File: src/rtl/crc16_pkg.sv
// Package: shared constants, the packet phase type and the byte-step
// function of the reflected CRC16 (x^16 + x^15 + x^2 + 1).
// Assumes bytes are folded least significant bit first.
package crc16_pkg;

    localparam int CRC_W     = 16;
    localparam int BYTE_W    = 8;
    localparam logic [CRC_W-1:0] POLY_REFL = 16'hA001;

    typedef enum logic [1:0] {
        PH_IDLE    = 2'd0,
        PH_PAYLOAD = 2'd1,
        PH_CRC_HI  = 2'd2,
        PH_CRC_LO  = 2'd3
    } phase_t;

    // Fold one byte into the CRC register, LSB first.
    function automatic logic [CRC_W-1:0] crc_fold_byte(
        input logic [CRC_W-1:0]  crc_in,
        input logic [BYTE_W-1:0] data
    );
        logic [CRC_W-1:0] c;
        logic             fb;
        c = crc_in;
        for (int i = 0; i < BYTE_W; i++) begin
            fb = c[0] ^ data[i];
            c  = c >> 1;
            if (fb) c = c ^ POLY_REFL;
        end
        return c;
    endfunction

endpackage

File: src/rtl/crc16_engine.sv
// Module: one CRC accumulator. It loads SEED on load_i and folds data_i
// on upd_i. Load wins over update. Otherwise the register holds.
// Assumes the controller never raises upd_i together with load_i.
module crc16_engine
    import crc16_pkg::*;
#(
    parameter int W  = CRC_W,
    parameter int DW = BYTE_W
) (
    input  logic          clk,
    input  logic          rst_n,
    input  logic          load_i,
    input  logic [W-1:0]  seed_i,
    input  logic          upd_i,
    input  logic [DW-1:0] data_i,
    output logic [W-1:0]  crc_o
);

    logic [W-1:0] crc_q;

    // Accumulator register: reset, seed load, byte fold or hold.
    always_ff @(posedge clk) begin
        if (!rst_n)      crc_q <= '0;
        else if (load_i) crc_q <= seed_i;
        else if (upd_i)  crc_q <= crc_fold_byte(crc_q, data_i);
    end

    assign crc_o = crc_q;


    load_seed_chk: assert property (@(posedge clk) disable iff (!rst_n)
        load_i |=> (crc_o == $past(seed_i)));


    hold_idle_chk: assert property (@(posedge clk) disable iff (!rst_n)
        (!load_i && !upd_i) |=> $stable(crc_o));

endmodule

File: src/rtl/crc16_seq_ctrl.sv
// Module: packet phase controller. It tracks payload and checksum-byte
// phases, gates engine updates, raises capture strobes for the two
// received checksum bytes, and registers the transmit result pulse.
// Assumes in_last is meaningful only together with in_valid.
module crc16_seq_ctrl
    import crc16_pkg::*;
(
    input  logic clk,
    input  logic rst_n,
    input  logic start,
    input  logic in_valid,
    input  logic in_last,
    input  logic cfg_rx_mode,
    input  logic cfg_crc_en,
    output logic eng_load,
    output logic eng_upd,
    output logic hi_cap,
    output logic lo_cap,
    output logic tx_done
);

    phase_t phase_q, phase_d;
    logic   pay_end;
    logic   tx_done_q;

    // Strobes: start has priority over any data beat.
    always_comb begin
        eng_load = start;
        eng_upd  = !start && in_valid && (phase_q == PH_PAYLOAD);
        hi_cap   = !start && in_valid && (phase_q == PH_CRC_HI);
        lo_cap   = !start && in_valid && (phase_q == PH_CRC_LO);
        pay_end  = eng_upd && in_last;
    end

    // Next phase selection.
    always_comb begin
        phase_d = phase_q;
        if (start) begin
            phase_d = PH_PAYLOAD;
        end else if (pay_end) begin
            phase_d = (cfg_crc_en && cfg_rx_mode) ? PH_CRC_HI : PH_IDLE;
        end else if (hi_cap) begin
            phase_d = PH_CRC_LO;
        end else if (lo_cap) begin
            phase_d = PH_IDLE;
        end
    end

    // Phase register.
    always_ff @(posedge clk) begin
        if (!rst_n) phase_q <= PH_IDLE;
        else        phase_q <= phase_d;
    end

    // Transmit result pulse, one cycle after the last payload byte.
    always_ff @(posedge clk) begin
        if (!rst_n) tx_done_q <= 1'b0;
        else        tx_done_q <= pay_end && cfg_crc_en && !cfg_rx_mode;
    end

    assign tx_done = tx_done_q;


    tx_pulse_chk: assert property (@(posedge clk) disable iff (!rst_n)
        tx_done |=> !tx_done);


    en_gate_chk: assert property (@(posedge clk) disable iff (!rst_n)
        !cfg_crc_en |=> !tx_done);


    rst_quiet_chk: assert property (@(posedge clk)
        !rst_n |=> (!tx_done && phase_q == PH_IDLE));

endmodule

File: src/rtl/crc16_rx_check.sv
// Module: receive comparator. It captures the high checksum byte, then
// on the low byte compares the received value with both engine results.
// It pulses done for one cycle and holds pass until the next verdict or start.
// Assumes the engines are frozen while the checksum bytes arrive.
module crc16_rx_check
    import crc16_pkg::*;
#(
    parameter int W  = CRC_W,
    parameter int DW = BYTE_W
) (
    input  logic          clk,
    input  logic          rst_n,
    input  logic          clear,
    input  logic          hi_cap,
    input  logic          lo_cap,
    input  logic [DW-1:0] data_i,
    input  logic [W-1:0]  crc_seeded,
    input  logic [W-1:0]  crc_zero,
    output logic          done,
    output logic          pass
);

    localparam int HI_W = W - DW;

    logic [HI_W-1:0] hi_q;
    logic [W-1:0]    rcv;
    logic            match;

    // Received value and two-way comparison.
    always_comb begin
        rcv   = {hi_q, data_i};
        match = (rcv == crc_seeded) || (rcv == crc_zero);
    end

    // High-byte capture register.
    always_ff @(posedge clk) begin
        if (!rst_n)      hi_q <= '0;
        else if (hi_cap) hi_q <= data_i[HI_W-1:0];
    end

    // Verdict registers: one-cycle done, sticky pass.
    always_ff @(posedge clk) begin
        if (!rst_n) begin
            done <= 1'b0;
            pass <= 1'b0;
        end else begin
            done <= lo_cap;
            if (clear)       pass <= 1'b0;
            else if (lo_cap) pass <= match;
        end
    end


    done_pulse_chk: assert property (@(posedge clk) disable iff (!rst_n)
        done |=> !done);


    pass_only_done_chk: assert property (@(posedge clk) disable iff (!rst_n)
        (lo_cap && !clear) |=> (pass == ((crc_seeded == $past(rcv)) || (crc_zero == $past(rcv)))));

endmodule

File: src/rtl/crc16_seeded_unit.sv
// Module: top of the seeded CRC16 generator/checker. It runs two engines
// (programmed seed, zero seed) side by side. Transmit shows the selected
// one; receive accepts a match with either.
// Assumes configuration inputs are stable during a packet.
module crc16_seeded_unit
    import crc16_pkg::*;
#(
    parameter int W  = CRC_W,
    parameter int DW = BYTE_W
) (
    input  logic          clk,
    input  logic          rst_n,
    input  logic          start,
    input  logic          in_valid,
    input  logic [DW-1:0] in_data,
    input  logic          in_last,
    input  logic [W-1:0]  cfg_seed,
    input  logic          cfg_tx_zero_seed,
    input  logic          cfg_rx_mode,
    input  logic          cfg_crc_en,
    output logic [W-1:0]  crc_out,
    output logic          crc_out_valid,
    output logic          chk_done,
    output logic          chk_pass
);

    localparam int N_ENG = 2;

    logic         eng_load, eng_upd, hi_cap, lo_cap, tx_done;
    logic [W-1:0] eng_crc [N_ENG];

    crc16_seq_ctrl u_ctrl (
        .clk         (clk),
        .rst_n       (rst_n),
        .start       (start),
        .in_valid    (in_valid),
        .in_last     (in_last),
        .cfg_rx_mode (cfg_rx_mode),
        .cfg_crc_en  (cfg_crc_en),
        .eng_load    (eng_load),
        .eng_upd     (eng_upd),
        .hi_cap      (hi_cap),
        .lo_cap      (lo_cap),
        .tx_done     (tx_done)
    );

    // Engine 0 starts from the programmed seed, engine 1 from zero.
    for (genvar g = 0; g < N_ENG; g++) begin : g_eng
        crc16_engine #(.W(W), .DW(DW)) u_eng (
            .clk    (clk),
            .rst_n  (rst_n),
            .load_i (eng_load),
            .seed_i ((g == 0) ? cfg_seed : {W{1'b0}}),
            .upd_i  (eng_upd),
            .data_i (in_data),
            .crc_o  (eng_crc[g])
        );
    end

    crc16_rx_check #(.W(W), .DW(DW)) u_chk (
        .clk        (clk),
        .rst_n      (rst_n),
        .clear      (eng_load),
        .hi_cap     (hi_cap),
        .lo_cap     (lo_cap),
        .data_i     (in_data),
        .crc_seeded (eng_crc[0]),
        .crc_zero   (eng_crc[1]),
        .done       (chk_done),
        .pass       (chk_pass)
    );

    // Transmit result selection.
    assign crc_out       = cfg_tx_zero_seed ? eng_crc[1] : eng_crc[0];
    assign crc_out_valid = tx_done;


    en_rx_gate_chk: assert property (@(posedge clk) disable iff (!rst_n)
        !cfg_crc_en |=> !chk_done);


    pulse_excl_chk: assert property (@(posedge clk) disable iff (!rst_n)
        !(crc_out_valid && chk_done));

endmodule

File: config.mk
export PLATFORM = sky130hd
export DESIGN_NAME = crc16_seeded_unit
export DESIGN_NICKNAME = d
export VERILOG_FILES = /design/src/rtl/crc16_pkg.sv /design/src/rtl/crc16_engine.sv /design/src/rtl/crc16_seq_ctrl.sv /design/src/rtl/crc16_rx_check.sv /design/src/rtl/crc16_seeded_unit.sv
export SDC_FILE = /design/constraint.sdc
export NUM_CORES = 1
export LEC_CHECK = 0
export BUFFER_PORTS_ARGS = -buffer_cell sky130_fd_sc_hd__buf_4
export CAP_MARGIN = 10
export CORE_MARGIN = 1
export CORE_UTILIZATION = 34
export CTS_BUF_LIST = sky130_fd_sc_hd__clkbuf_16
export DETAILED_ROUTE_END_ITERATION = 8
export GPL_TIMING_DRIVEN = 0
export PLACE_DENSITY = 0.57
export SYNTH_ARGS = -nofsm -noshare
export SYNTH_HDL_FRONTEND = slang
export SYNTH_SLANG_ARGS = --single-unit
File: constraint.sdc
create_clock -name clk -period 5.3 [get_ports clk]
set_clock_uncertainty 0.05 [all_clocks]
set_input_delay 0.265 -clock clk [delete_from_list [all_inputs] [get_ports clk]]
set_output_delay 0.265 -clock clk [all_outputs]
set_load 0.005 [all_outputs]
==> results by group <==
Power
  • Maximum vdd drop: 0.000133 V
  • Gate power share: 20.5%
  • LEAKAGE: 1.23 nW
  • Sw Ratio: between 20% and 30%
  • P_sw: ~240 uW
  • Reg power frac: 40.0%
  • PwrDens: 274 nW/um2
  • Overall power: 911 uW
  • Clock power share: 39.5%
  • Pint: about 670 uW

Clocking
  • Clock Sinks: 45
  • Clock Pin Slew Worst Setup and Hold Paths: 70 ps
  • Worst skew pair latency: between 200 and 300 ps
  • Setup Buffers After CTS: 0
  • CTS tree: yes
  • Cts hold-fix bufs: 0
  • Number of buffers created by CTS: 5
  • Clock buffer depth: 2
  • CTS H-tree lvls: 2
  • Clock root cell: clkbuf_16
  • Post_cts resized: 0

Final layout
  • Final Net Count: between 300 and 400
  • Synth-to-layout area growth: 24.9%
  • Final Util: 44.9%
  • Final std cells w/o fill: 445
  • Antenna Cells: 0
  • Final Instance Area: roughly 3300 um2
  • Layout fillers: 768
  • Share of layout cells above drive strength 1: 22.8%

Yosys
  • Mapped Avg Cell Area: 9.20 um2
  • Syn nets: 321
  • Area leader, netlist: dfxtp_1
  • Main synth FF type: dfxtp_1
  • Count leader, synth: dfxtp_1
  • Fraction of the yosys area taken by sequential cells: 33.9%
  • Asr flop ratio synth: 0%
  • Synth top area cells: dfxtp_1, xnor2_1, mux2_2
  • Yosys cell types: 38
  • Count of warnings emitted by yosys: 0
  • EDFF count, synth: 0
  • Yosys top cell area share: 33.9%
  • Post-Synthesis Cells: 289
  • Mapped Area: 2660 um2
  • Yosys reg bits: 45
  • Top cells by count, synth: dfxtp_1, nand2_1, xnor2_1, mux2_2, clkbuf_1

Timing
  • Slew Limit Headroom: 50.7%
  • Final slew viol count: 0
  • Setup TNS: 0 ps
  • Final Hold Fails: 0
  • Final setup fails: 0
  • Max Fclk: 404 MHz
  • Fin crit share: 46.7%
  • RSZ-0062 raised after global routing: no
  • Worst Tran Pin Value: 735 ps
  • Min Tclk post-route: 2480 ps

Critical path
  • CP Data Arrival Time: 2630 ps
  • Slowest cell on the critical path: xnor3_1
  • WS Path Type: flop to flop
  • Nature of the critical path endpoint: flop
  • Startpoint class of the critical path: flop
  • Cell mode on critical path: xnor3_1
  • CP max stage delay: 500 ps
  • Crit path max fanout: 5
  • CP Cell Sequence: xor2_1, xnor3_1, xnor3_1, or4_1, o2111ai_1
  • Critical Path RT: about 5500 ps

Die
  • Core area: 7410 um2
  • Starting Density: 35.9%
  • Total Die Area: 8180 um2
  • Die width: about 90 um
  • Cell Rows: 31
  • Chip height: 90.5 um
  • Io pins: 51

Outcome
  • Outcome: completed

Global route
  • Vias in the first global route: around 2,200
  • Initial antenna violation count: 0
  • Gr usage total: a little under a fifth
  • Grt ovf: 0
  • Global-route wire length before repair: roughly 12 mm
  • Largest net degree at the start of global routing: 16

Placed design
  • HPWL after DPL: 5.66 mm
  • Port buffer count: 49
  • RD Place Congestion: 0.769
  • Post-Place Cell Area: 3150 um2
  • Placed Cells: about 440

Run
  • # Max-Cap Violations: 0

Detailed routing
  • First drt pass iteration count: 4
  • Final wirelength: 7.32 mm
  • Via density: between 5 and 6
  • DRC viols: 0
  • DRT antenna net count: 0
  • Routed wire length per instance: 16.4 um
  • Vias: 2,226
  • Initial DRC Count: between 70 and 80

Hold path
  • Min-delay worst type: primary input to flop
registers in the layout, summed over array words and instances (netlist names):
name,cells
g_eng.u_eng.crc_o,32
u_chk.done,1
u_chk.hi_q,8
u_chk.pass,1
u_ctrl.phase_q,2
u_ctrl.tx_done,1
worst max-delay path, delay by kind of cell, from the launching register on:
family	cells	cell delay [ps]
flip-flops	1	380
XOR/XNOR	3	1370
AND/OR/NAND/NOR	1	500
AO/OA/AOI/OAI	1	90
per-layer routing:
layer  share of wire [%]  routed length [um]  GRT usage [%]  vias to the layer above
met4                 1.8                 133           6.99                        0
met5                   0                   0              0                        -
met3                 3.1                 226           2.53                       12
met2                  47                3440           29.8                       46
li1                    -                   -              -                     1119
met1                  48                3520           24.9                     1049
area by class of cell:
cell class / count / area [um2] / area share (%)
buffer: 17 / 63.8 / 1.92
clock buffer: 5 / 125 / 3.77
clock inverter: 3 / 46.3 / 1.39
inverter: 2 / 7.51 / 0.226
multi-input combinational: 225 / 1690 / 50.8
sequential: 45 / 901 / 27.1
tap: 99 / 124 / 3.73
timing repair buffer: 49 / 368 / 11.1
cell families (layout without fill, tap and decap cells):
| family | Yosys count | after routing | share of synthesized area [%] |
|---|---|---|---|
| AO/OA/AOI/OAI | 54 | 54 | 13.9 |
| multiplexers | 25 | 25 | 10.2 |
| AND/OR/NAND/NOR | 90 | 90 | 17.2 |
| buffers and inverters | 19 | 76 | 2.68 |
| XOR/XNOR | 56 | 56 | 22.1 |
| flip-flops | 45 | 45 | 33.9 |
metrics by stage:
stage,hold slack [ps],worst slack (ps)
after CTS,188,2810
after detailed placement,425,2820
final,191,2820
after floorplan,358,3140
after global placement,415,2810
after global routing,196,2720
layout by cell type, fill, tap and decap left out, drive strengths merged, types with 3 or more instances in the layout:
cell type	netlist	layout
a211oi	7	7
xnor3	4	4
buf	2	51
xnor2	35	35
a21oi	9	9
nand3	5	5
nor2b	12	12
nor2	13	13
o21ai	6	6
nand4b	3	3
mux2i	8	8
dfxtp	45	45
mux2	17	17
a21boi	13	13
xor2	17	17
a22oi	14	14
nand2	35	35
or4	3	3
nand4	6	6
clkbuf	15	20
power groups by stage:
stage / Sequential (mW) / Clock, mW / Combinational [mW]
after global routing: 0.366 / 0.380 / 0.202
after floorplan: 0.366 / 0 / 0.126
after detailed placement: 0.372 / 0 / 0.186
final: 0.365 / 0.360 / 0.187
after global placement: 0.372 / 0 / 0.186
after CTS: 0.364 / 0.367 / 0.188
path summary, 6_finish.rpt:
path | startpoint | to | slack, ps | depth (start not counted)
worst max-delay path | g_eng[0].u_eng.crc_o[2] | g_eng[0].u_eng.crc_o[0] | 2820 | 5
worst min-delay path | cfg_rx_mode | u_ctrl.tx_done | 190 | 3
worst max register to register | g_eng[0].u_eng.crc_o[2] | g_eng[0].u_eng.crc_o[0] | 2820 | 5
worst min register to register | g_eng[1].u_eng.crc_o[6] | g_eng[1].u_eng.crc_o[6] | 430 | 2
(Power assumes the default switching activity.)
